## src/rtl/pm_pkg.sv

```systemverilog
package pm_pkg;

  typedef enum logic {
    PM_IDLE = 1'b0,
    PM_RUN  = 1'b1
  } pm_state_e;

  // Effective window exponent: requested value saturated at the limit.
  function automatic int unsigned pm_clamp_sel(input int unsigned req,
                                               input int unsigned lim);
    return (req > lim) ? lim : req;
  endfunction

  // Integer part of the mean: the binary point sits at bit position sel.
  function automatic longint unsigned pm_mean(input longint unsigned sum,
                                              input int unsigned sel);
    return sum >> sel;
  endfunction

  // Number of input periods in one window.
  function automatic int unsigned pm_periods(input int unsigned sel);
    return 32'd1 << sel;
  endfunction

endpackage

```

## src/rtl/pm_edge_sync.sv

```systemverilog
module pm_edge_sync #(
  parameter int SYNC_STAGES = 2
) (
  input  logic clk,
  input  logic rst_n,
  input  logic sig_i,
  output logic rise_o
);
  // chain[SYNC_STAGES-1] is the synchronized level, chain[SYNC_STAGES] its delayed copy
  logic [SYNC_STAGES:0] chain;

  always_ff @(posedge clk or negedge rst_n) begin
    if (!rst_n) chain <= '0;
    else        chain <= {chain[SYNC_STAGES-1:0], sig_i};
  end

  assign rise_o = chain[SYNC_STAGES-1] & ~chain[SYNC_STAGES];
endmodule

```

## src/rtl/pm_gap_timer.sv

```systemverilog
module pm_gap_timer #(
  parameter int TIMEOUT_CYC = 512,
  localparam int GAP_W = $clog2(TIMEOUT_CYC)
) (
  input  logic clk,
  input  logic rst_n,
  input  logic rise_i,
  output logic timeout_o,
  output logic nosig_o
);
  localparam logic [GAP_W-1:0] GAP_LAST = GAP_W'(TIMEOUT_CYC - 1);

  logic [GAP_W-1:0] gap_q;

  assign timeout_o = !rise_i && (gap_q == GAP_LAST);

  always_ff @(posedge clk or negedge rst_n) begin
    if (!rst_n) begin
      gap_q   <= '0;
      nosig_o <= 1'b0;
    end else begin
      if (rise_i) begin
        gap_q   <= '0;
        nosig_o <= 1'b0;
      end else begin
        if (gap_q != GAP_LAST) gap_q <= gap_q + 1'b1;
        if (timeout_o)         nosig_o <= 1'b1;
      end
    end
  end
endmodule

```

## src/rtl/pm_window.sv

```systemverilog
module pm_window
  import pm_pkg::*;
#(
  parameter int ACC_W  = 18,
  parameter int SELL_W = 4,
  parameter int PCNT_W = 9
) (
  input  logic              clk,
  input  logic              rst_n,
  input  logic              rise_i,
  input  logic              timeout_i,
  input  logic [SELL_W-1:0] sel_i,
  output logic              close_o,
  output logic [ACC_W-1:0]  win_sum_o,
  output logic [SELL_W-1:0] win_sel_o
);
  pm_state_e         state_q;
  logic [ACC_W-1:0]  acc_q;
  logic [PCNT_W-1:0] pcnt_q;
  logic [SELL_W-1:0] sel_q;
  logic [PCNT_W-1:0] pcnt_next;
  logic [PCNT_W-1:0] target;

  assign pcnt_next = pcnt_q + 1'b1;
  assign target    = PCNT_W'(pm_periods(32'(sel_q)));
  assign close_o   = (state_q == PM_RUN) && rise_i && (pcnt_next == target);
  assign win_sum_o = acc_q + 1'b1;
  assign win_sel_o = sel_q;

  always_ff @(posedge clk or negedge rst_n) begin
    if (!rst_n) begin
      state_q <= PM_IDLE;
      acc_q   <= '0;
      pcnt_q  <= '0;
      sel_q   <= '0;
    end else if (timeout_i) begin
      state_q <= PM_IDLE;
    end else if (rise_i) begin
      if (state_q == PM_IDLE || close_o) begin
        state_q <= PM_RUN;
        acc_q   <= '0;
        pcnt_q  <= '0;
        sel_q   <= sel_i;
      end else begin
        acc_q  <= acc_q + 1'b1;
        pcnt_q <= pcnt_next;
      end
    end else if (state_q == PM_RUN) begin
      acc_q <= acc_q + 1'b1;
    end
  end
endmodule

```

## src/rtl/pm_post.sv

```systemverilog
module pm_post
  import pm_pkg::*;
#(
  parameter int ACC_W  = 18,
  parameter int SELL_W = 4
) (
  input  logic              clk,
  input  logic              rst_n,
  input  logic              close_i,
  input  logic [ACC_W-1:0]  sum_i,
  input  logic [SELL_W-1:0] sel_i,
  output logic [ACC_W-1:0]  sum_o,
  output logic [ACC_W-1:0]  mean_o,
  output logic [SELL_W-1:0] sel_o,
  output logic              valid_o
);
  always_ff @(posedge clk or negedge rst_n) begin
    if (!rst_n) begin
      sum_o   <= '0;
      sel_o   <= '0;
      valid_o <= 1'b0;
    end else begin
      valid_o <= close_i;
      if (close_i) begin
        sum_o <= sum_i;
        sel_o <= sel_i;
      end
    end
  end

  assign mean_o = ACC_W'(pm_mean(64'(sum_o), 32'(sel_o)));
endmodule

```

## src/rtl/period_meter.sv

```systemverilog
module period_meter
  import pm_pkg::*;
#(
  parameter int LOG2N_MAX   = 8,
  parameter int TIMEOUT_CYC = 512,
  parameter int SEL_W       = 4,
  localparam int ACC_W  = $clog2(TIMEOUT_CYC + 1) + LOG2N_MAX,
  localparam int SELL_W = $clog2(LOG2N_MAX + 1),
  localparam int PCNT_W = LOG2N_MAX + 1
) (
  input  logic             clk,
  input  logic             rst_n,
  input  logic             sig_i,
  input  logic [SEL_W-1:0] log2n_i,
  output logic [ACC_W-1:0] sum_o,
  output logic [ACC_W-1:0] mean_o,
  output logic             valid_o,
  output logic             nosig_o
);
  logic              rise_w;
  logic              timeout_w;
  logic              close_w;
  logic [ACC_W-1:0]  win_sum_w;
  logic [SELL_W-1:0] win_sel_w;
  logic [SELL_W-1:0] post_sel_w;
  logic [SELL_W-1:0] sel_eff_w;

  assign sel_eff_w = SELL_W'(pm_clamp_sel(32'(log2n_i), LOG2N_MAX));

  pm_edge_sync #(.SYNC_STAGES(2)) u_sync (
    .clk(clk), .rst_n(rst_n), .sig_i(sig_i), .rise_o(rise_w)
  );

  pm_gap_timer #(.TIMEOUT_CYC(TIMEOUT_CYC)) u_gap (
    .clk(clk), .rst_n(rst_n), .rise_i(rise_w),
    .timeout_o(timeout_w), .nosig_o(nosig_o)
  );

  pm_window #(.ACC_W(ACC_W), .SELL_W(SELL_W), .PCNT_W(PCNT_W)) u_win (
    .clk(clk), .rst_n(rst_n), .rise_i(rise_w), .timeout_i(timeout_w),
    .sel_i(sel_eff_w), .close_o(close_w),
    .win_sum_o(win_sum_w), .win_sel_o(win_sel_w)
  );

  pm_post #(.ACC_W(ACC_W), .SELL_W(SELL_W)) u_post (
    .clk(clk), .rst_n(rst_n), .close_i(close_w),
    .sum_i(win_sum_w), .sel_i(win_sel_w),
    .sum_o(sum_o), .mean_o(mean_o), .sel_o(post_sel_w), .valid_o(valid_o)
  );
endmodule

```

## config.mk

```make
export PLATFORM = sky130hd
export DESIGN_NAME = period_meter
export DESIGN_NICKNAME = d
export VERILOG_FILES = /design/src/rtl/pm_pkg.sv /design/src/rtl/pm_edge_sync.sv /design/src/rtl/pm_gap_timer.sv /design/src/rtl/pm_window.sv /design/src/rtl/pm_post.sv /design/src/rtl/period_meter.sv
export SDC_FILE = /design/constraint.sdc
export NUM_CORES = 1
export LEC_CHECK = 0
export ABC_AREA = 1
export BUFFER_PORTS_ARGS = -buffer_cell sky130_fd_sc_hd__buf_2
export CORE_MARGIN = 2
export CORE_UTILIZATION = 55
export CTS_CLUSTER_SIZE = 40
export DETAILED_ROUTE_END_ITERATION = 10
export PLACE_DENSITY = 0.75
export SYNTH_ARGS = -nofsm -noshare
export SYNTH_HDL_FRONTEND = slang
export SYNTH_SLANG_ARGS = --single-unit
```

## constraint.sdc

```tcl
create_clock -name clk -period 2.7 [get_ports clk]
set_clock_uncertainty 0.15 [all_clocks]
set_input_delay 0.27 -clock clk [delete_from_list [all_inputs] [get_ports clk]]
set_output_delay 0.27 -clock clk [all_outputs]
set_load 0.02 [all_outputs]
```

### Word-level counts from Yosys, hierarchy flattened

Cells that the tools add are included.

| word-level totals | value |
|---|---|
| register bits after elaboration | 68 |
| output and inout port bits | 38 |
| word-level logic and storage cells | 48 |

| operators by class | value |
|---|---|
| add/subtract/negate cells | 3 |
| magnitude comparators | 1 |
| equality and inequality tests | 3 |
| shift operators | 2 |
| mux-type cells | 12 |
| bitwise gates (word level) | 4 |
| reductions and logical operators | 13 |

Operator list:

| kind | count |
|---|---|
| 2-to-1 mux 18 bit | 3 |
| 2-to-1 mux 9 bit | 3 |
| adder 18 x 1 -> 18 bit, second input constant | 1 |
| adder 9 x 1 -> 9 bit, second input constant | 2 |
| >> shifter 18 x 4 -> 18 bit | 1 |
| equality test 9 bit | 1 |
| equality test 9 bit, second input constant | 1 |
| != test 9 bit, second input constant | 1 |
| left shift 1 x 4 -> 9 bit, first input constant | 1 |
| nonzero test 2 bit | 4 |
| AND reduction 2 bit | 3 |
| 2-to-1 mux 1 bit | 5 |
| > comparator 4 bit, second input constant | 1 |
| 2-to-1 mux 4 bit | 1 |
| logical AND 1 bit | 3 |
| NOT 1 bit | 3 |
| AND reduction 3 bit | 1 |
| bitwise AND 1 bit | 1 |
| logical NOT 1 bit | 1 |
| logical OR 1 bit | 1 |

### Depth between registers and ports, before layout

Gate-level depths: netlist (run 1).

| depth | value |
|---|---|
| depth after elaboration | 8 |
| mapped depth | 15 |
| gate-level depth less buffers | 14 |

### Modules after synthesis

A second synthesis (run 1) with hierarchy kept.

| second synthesis, totals | value |
|---|---|
| cells, all modules | 669 |
| area total of the unflattened synthesis | 4,640.7 um^2 |

Modules (own cells, without submodules):

| module | instances | cells an instance | area an instance (um^2) |
|---|---|---|---|
| pm_window | 1 | 356 | 2,248.4 |
| pm_post | 1 | 227 | 1,732.9 |
| pm_gap_timer | 1 | 72 | 535.5 |
| pm_edge_sync | 1 | 5 | 85.1 |
| period_meter | 1 | 9 | 38.8 |

### Least setup slack after synthesis (run 1)

No wires, ideal clock.

| timing | value |
|---|---|
| path kind | register -> register |
| from | register u_gap.gap_q[0] |
| to | register u_win.acc_q[10] |
| library setup time | 0.117 ns |
| arrival | 2.006 ns |
| required time | 2.433 ns |
| slack | 0.427 ns |
| stages on the path, launching flop included | 16 |
| buffers on the path | 2 |
| cell sequence | dfrtp_1 ha_1 inv_1 nor3_1 nand3_1 nor3_1 ha_1 buf_2 inv_1 nand2_1 nand2_1 inv_1 clkbuf_1 nor2_1 nand2_1 nand2_1 |

| on the way | value |
|---|---|
| longest elaborated chain between the ends | 4 |

RTL lines:

| item | line | text |
|---|---|---|
| start: declaration | pm_gap_timer.sv:13 | `logic [GAP_W-1:0] gap_q;` |
| start signal: assignment | pm_gap_timer.sv:26 | `if (gap_q != GAP_LAST) gap_q <= gap_q + 1'b1;` |
| equality test 9 bit | pm_gap_timer.sv:15 | `assign timeout_o = !rise_i && (gap_q == GAP_LAST);` |
| logical AND 1 bit | pm_gap_timer.sv:15 |  |
| NOT 1 bit (no line) | - |  |
| AND reduction 2 bit (no line) | - |  |
| end signal: assignment | pm_window.sv:45 | `acc_q <= acc_q + 1'b1;` |
| end signal: assignment | pm_window.sv:49 | `acc_q <= acc_q + 1'b1;` |
| end: declaration | pm_window.sv:18 | `logic [ACC_W-1:0] acc_q;` |

Every way passes these cells.
A chain may end at the register's enable or synchronous reset.

### Worst setup path in the final report (run 1)

| timing | value |
|---|---|
| from | register u_post.sel_o[1] |
| to | output mean_o[9] |

| on the way | value |
|---|---|
| longest elaborated chain between the ends | 1 |

RTL lines:

| item | line | text |
|---|---|---|
| start: declaration | pm_post.sv:14 | `output logic [SELL_W-1:0] sel_o,` |
| start signal: assignment | pm_post.sv:26 | `sel_o <= sel_i;` |
| >> shifter 18 x 4 -> 18 bit | pm_pkg.sv:17 | `return sum >> sel;` |
| end: declaration | period_meter.sv:16 | `output logic [ACC_W-1:0] mean_o,` |

Every way passes these cells.

==> results of run 1 <==
through the flow:
step	utilization (%)	cell area, um2	instances
6_report	64.26	4711	758
5_1_grt	64.26	4711	758
4_1_cts	63.75	4673	754
3_5_place_dp	61.17	4484	737
3_3_place_gp	61.17	4484	737
2_1_floorplan	-	4205	611
sequential cells by signal, indices dropped and copies added (netlist names):
name / flops
u_post.valid_o: 1
u_sync.chain: 3
u_gap.nosig_o: 1
u_post.sel_o: 4
u_win.pcnt_q: 9
u_gap.gap_q: 9
u_win.state_q: 1
u_post.sum_o: 18
u_win.acc_q: 18
u_win.win_sel_o: 4
worst max-delay path, cell delays in order, from the launching register on:
cell and delay (ps):
dfrtp_2 570, clkinvlp_4 280, nand3_1 130, o21ai_0 120, mux2i_1 210, nand2_1 70, o21ai_0 80, buf_2 190
metal layers:
layer	routed length, um	vias up	part of all wire (%)	global-route usage [%]
li1	-	2035	-	-
met3	455	16	4.8	5.228
met5	0	-	0	0
met1	4480	1785	48	33.58
met4	140	0	1.5	6.818
met2	4353	88	46	37.19
area by class of cell:
cell class	count	area share (%)
clock buffer	13	3.373
inverter	66	5.392
timing repair inverter	1	0.1594
tap	99	2.629
clock inverter	2	0.2125
multi-input combinational	452	44.97
sequential	68	36.15
timing repair buffer	57	7.118
placed cells by master, fill, tap and decap left out, types with 3 or more instances in the layout:
cell type	n
o21ai_1	13
xnor2_1	5
o21ai_0	51
o22ai_1	4
ha_1	3
nand4_1	4
buf_2	44
dfrtp_1	67
buf_4	10
and2_1	3
clkbuf_8	11
nand3_1	49
nand2_1	199
a21oi_1	12
nor3_1	11
nor2_1	58
xor2_1	11
o21ai_2	4
inv_1	62
nand2_2	7
path summary, 6_finish.rpt:
| check | from | slack (ps) | to | depth (start not counted) |
|---|---|---|---|---|
| setup / recovery | u_post.sel_o[1] | 270 | mean_o[9] | 7 |
| min in group asynchronous | rst_n | 320 | u_win.acc_q[10] | 3 |
| setup reg to reg | u_win.pcnt_q[1] | 280 | u_win.pcnt_q[8] | 12 |
| hold reg to reg | u_sync.chain[0] | 200 | u_sync.chain[1] | 0 |
| hold / removal | log2n_i[3] | 60 | u_win.win_sel_o[1] | 4 |
| max in group asynchronous | rst_n | 1790 | u_post.sel_o[1] | 3 |
report_power, final:
group / leakage [nW] / total (mW) / internal [mW] / switching, mW
combinational: 1.47 / 1.79 / 0.601 / 1.19
sequential: 0.896 / 1.50 / 1.22 / 0.277
clock: 0.0893 / 0.740 / 0.376 / 0.364
cells by family (layout without fill, tap and decap cells):
group | Yosys count | in the layout
XOR/XNOR | 16 | 16
buffers and inverters | 91 | 139
adder cells (fa/ha/maj) | 4 | 4
multiplexers | 2 | 2
AND/OR/NAND/NOR | 340 | 340
flip-flops | 68 | 68
AO/OA/AOI/OAI | 90 | 90
repair_timing:
action                                  4_1_cts  5_1_grt
setup buffers                                 0        3
gates resized for setup                       0        4
hold buffers                                  2        0
endpoints found under the setup margin        0       29
hold endpoints to repair                     69        0
==> flow_summary.toml, run 1 <==
[die]
dieHeight_um = 91.44
design.die.area_um2 = 8361
initial_core_util_pct = 57.36
design.portCount = 45
core_um2 = 7331
floorplan.rows = 31
die_span_in_x_um = 91.44

[routing]
drt_pre_antenna_iters = 5
wl_per_cell_um = 12.44
finalWirelength_mm = 9.430
detailroute.via_count = 3924
drc_errors = 0
vias_per_cell = 5.177
ant_nets = 0
drt_first_iter_violations = 323

[placement]
dp.final_hpwl_mm = 6.914
portBuffers = 44
dp_worst_setup_slack_ps = 200.0
globalplace.congestion = 0.8902

[grt]
antenna_found_initial = 0
grt.overflow.total = 0
grt_first_pass_wirelength_mm = 16.20
grt_use_total_pct = 23.89
grt_start_max_net_pins = 69
first_global_vias = 3539

[pwr]
power_leakage_nw = 2.454
power.density_nw_per_um2 = 854.8
design_power_total_mw = 4.027
ir_drop_v = 0.0004193

[clocking]
tritoncts = "yes"
htree_levels = 3
cts.reportedPaths.clkPinSlew_ps = 70
clock_sinks = 68
clkLatencyLatePin_ps = 360
cts.path.max_buffers = 2
clock-root-buffer = "clkbuf_8"
cts_buffers = 9

[final_layout]
multi_input_combinational_cell_area_um2 = 2118
layout-area-overhead-vs-synth_pct = 12.02
layout-drive-gt1-share_pct = 13.81
n_fill_cell = 687
sequential_cell_area_um2 = 1703
nets = 666
antenna_cells_inserted = 0

[logic_synthesis]
yosys.area_share.simple_pct = 33.77
post_synth_main_area_contributors = "dfrtp_1 (40%), nand2_1 (18%), o21ai_0 (6.1%), nand3_1 (5.8%), inv_1 (5.6%)"
post_synthesis_compound_gate_area_fraction_pct = 11.54
syn_nets = 622
postSynth.asyncResetShare_pct = 100.0
yosys_warnings = 0
synth-adder-area-share_pct = 1.190
syn_inst = 611
mux_share_of_post_synthesis_cell_area_pct = 0.4760
synth_top_cells_by_count = "nand2_1 (199), dfrtp_1 (68), inv_1 (63), nor2_1 (58), o21ai_0 (51)"
synth_ff_type = "dfrtp_1"
edff_count_synth = 0
synthDominantCellAreaShare_pct = 40.46
post-synth-top-area-cell = "dfrtp_1"
synth_top_family_by_area = "simple AND/OR/NAND/NOR gates"
share_of_the_synthesized_netlist_area_taken_by_xor_and_xnor_gates_pct = 3.332
synthMostInstantiatedCell = "nand2_1"
synth.lib_cells_used.distinct = 37
syn_area_um2 = 4205
ys_seq_elements = 68
sequential_to_total_area_share_from_yosys_stat_pct = 40.46
post_synth.cell_area_avg_um2 = 6.883

[sta]
timing.slew.headroom_pct = 61.88
maxClockFrequency_ghz = 0.4120
fin_crit_ps = 2427
layout_setup_ws_ps = 272.6
final.hold.worst_slack_ps = 64.93
final-hold-violation-count = 0
rsz0062_at_grt = "false"
setup_viol = 0
timing.setup.tns_ps = 0
worstMarginPinSlew_ps = 571.2
post-route-period-util_pct = 89.90
drv_slew = 0

[setup_path]
end_kind = "primary output"
timing.setup.critical_path_class = "flop to primary output"
crit_path_start_kind = "flop"
timing.critical_path.fanout_max = 16
arrival_time_worst_endpoint_ps = 2010
cp_data_required_time_ps = 2280

[worst_hold_path]
worst_hold_path_type = "input port to flop"

[flow_run]
max_cap_viol_count = 0

[outcome]
outcome = "complete, no violations"
Power figures use the tool's default switching activity.
==> run 2, diff against run 1 <==
- clock period: 2.7 -> 2.4 ns (I/O delays scaled with it)
==> flow_summary.toml, run 2 (synthesis gave the netlist of run 1 again) <==
[clocking]
clock_sinks = 68
clock-root-buffer = "clkbuf_8"
clkLatencyLatePin_ps = 340
cts.path.max_buffers = 2
cts.reportedPaths.clkPinSlew_ps = 80
cts_buffers = 9
tritoncts = "yes"
htree_levels = 3

[sta]
rsz0062_at_grt = "true"
post-route-period-util_pct = 95.54
fin_crit_ps = 2293
drv_slew = 0
setup_viol = 0
final-hold-violation-count = 0
worstMarginPinSlew_ps = 719.2
maxClockFrequency_ghz = 0.4361
timing.slew.headroom_pct = 52.05
final.hold.worst_slack_ps = 54.74

[die]
design.die.area_um2 = 8361
core_um2 = 7331
dieHeight_um = 91.44
die_span_in_x_um = 91.44
floorplan.rows = 31
initial_core_util_pct = 57.36
design.portCount = 45

[setup_path]
timing.setup.critical_path_class = "flop to flop"
crit_path_cell_trace = "ha_1 -> nand2_2 -> inv_1 -> nor2_1 -> nor2_1 -> nor2_1 -> nand2_1 -> nor2_1 -> nand3_2 -> nand2_2 -> nand2_8 -> nand2_1 -> nand2_1"
arrival_time_worst_endpoint_ps = 2360
end_kind = "flop"
timing.critical_path.mode_cell = "nor2_1"
timing.critical_path.fanout_max = 22
timing.critical_path.slowest_cell_delay_ps = 430
worst_path_max_delay_cell = "dfrtp_1"
crit_path_start_kind = "flop"
cp.buffers_inverters = 1
critical-path-top-delay-family = "simple AND/OR/NAND/NOR gates"
cp_data_required_time_ps = 2470

[placement]
dp.final_hpwl_mm = 6.990
detailed_place.area_um2 = 4527
globalplace.congestion = 0.9057
portBuffers = 44

[grt]
grt_use_total_pct = 24.09
first_global_vias = 3582
grt.overflow.total = 0
grt_busiest_layer = "met2"
use_met2_pct = 38.60
grt_start_max_net_pins = 40
antenna_found_initial = 0
grt_first_pass_wirelength_mm = 16.56
grt_util_met3_pct = 3.900
grt_util_met1_pct = 34.61

[final_layout]
largest_registers = "u_post.sum_o (18), u_win.acc_q (18)"
stdcell_area_um2 = 4877
n_fill_cell = 626
layout-area-overhead-vs-synth_pct = 15.98
layout-drive-gt1-share_pct = 16.07
layout.core_utilization_pct = 66.53
layout.cells.most_common = "nand2_1"
antenna_cells_inserted = 0
nets = 672
commonest_non_fill_non_tap_cells_in_the_layout = "nand2_1 (198), dfrtp_1 (66), inv_1 (59), nor2_1 (58), nand3_1 (49)"

[routing]
finalWirelength_mm = 9.860
wl_per_cell_um = 12.89
drc_errors = 0
drt_pre_antenna_iters = 5
ant_nets = 0
vias_per_cell = 5.294
drt_first_iter_violations = 375
detailroute.via_count = 4050

[pwr]
power_leakage_nw = 2.499
ir_drop_v = 0.0004665
power.density_nw_per_um2 = 967.4

[worst_hold_path]
worst_hold_path_type = "input port to flop"

[outcome]
outcome = "complete, no violations"

[flow_run]
max_cap_viol_count = 0
-- run 2: per-stage QoR --
step                setup TNS, ps  worst slack [ps]  cells  power (mW)
detailed placement              0             53.58    741       3.681
global placement                0             176.4    741       3.626
finish                          0             107.1    765       4.718
global route               -45.46            -23.37    765       5.127
CTS                             0             9.452    759       4.582
floorplan                       0             127.3    611       3.125
-- run 2: per-layer routing --
metal | vias up | wire [um]
met3 | 7 | 509
met4 | 0 | 70
li1 | 2051 | -
met5 | - | 0
met1 | 1871 | 4656
met2 | 121 | 4624
-- run 2: final cells by class --
cell class              count  area, um2  area share [%]
flip-flops and latches     68       1704           34.94
well taps                  99      123.9           2.540
clock buffers              13      168.9           3.463
repair inverters            2      15.01          0.3079
clock inverters             3      20.02          0.4105
inverters                  66      260.3           5.336
multi-input cells         452       2147           44.02
repair buffers             62      437.9           8.979
-- run 2: worst min-delay path, cell delays in order --
cell     delay [ps]
buf_2           110
nand3_1          90
nand2_1          70
-- run 2: path summary, 6_finish.rpt --
check                                 from                  to  slack (ps)  depth (start not counted)
min                             log2n_i[3]  u_win.win_sel_o[3]          50                          3
min reg2reg                u_sync.chain[0]     u_sync.chain[1]         210                          0
max in group asynchronous            rst_n  u_win.win_sel_o[2]        1120                          3
max reg2reg                u_win.pcnt_q[0]     u_win.acc_q[14]         110                         13
max                        u_win.pcnt_q[0]     u_win.acc_q[14]         110                         13
min in group asynchronous            rst_n     u_win.acc_q[15]         340                          2
-- run 2: report_power, final --
part | switching [mW] | leakage (nW) | internal, mW
Sequential | 0.274 | 0.894 | 1.38
Combinational | 1.41 | 1.51 | 0.765
Clock | 0.438 | 0.0917 | 0.459
Total | 2.12 | 2.50 | 2.60
-- run 2: what timing repair did --
item                                    4_1_cts  5_1_grt
resized for setup                             0       32
endpoints found under the hold margin        31        0
hold buffers                                  2        0
endpoints found under the setup margin        0       48
setup buffers                                 0        2
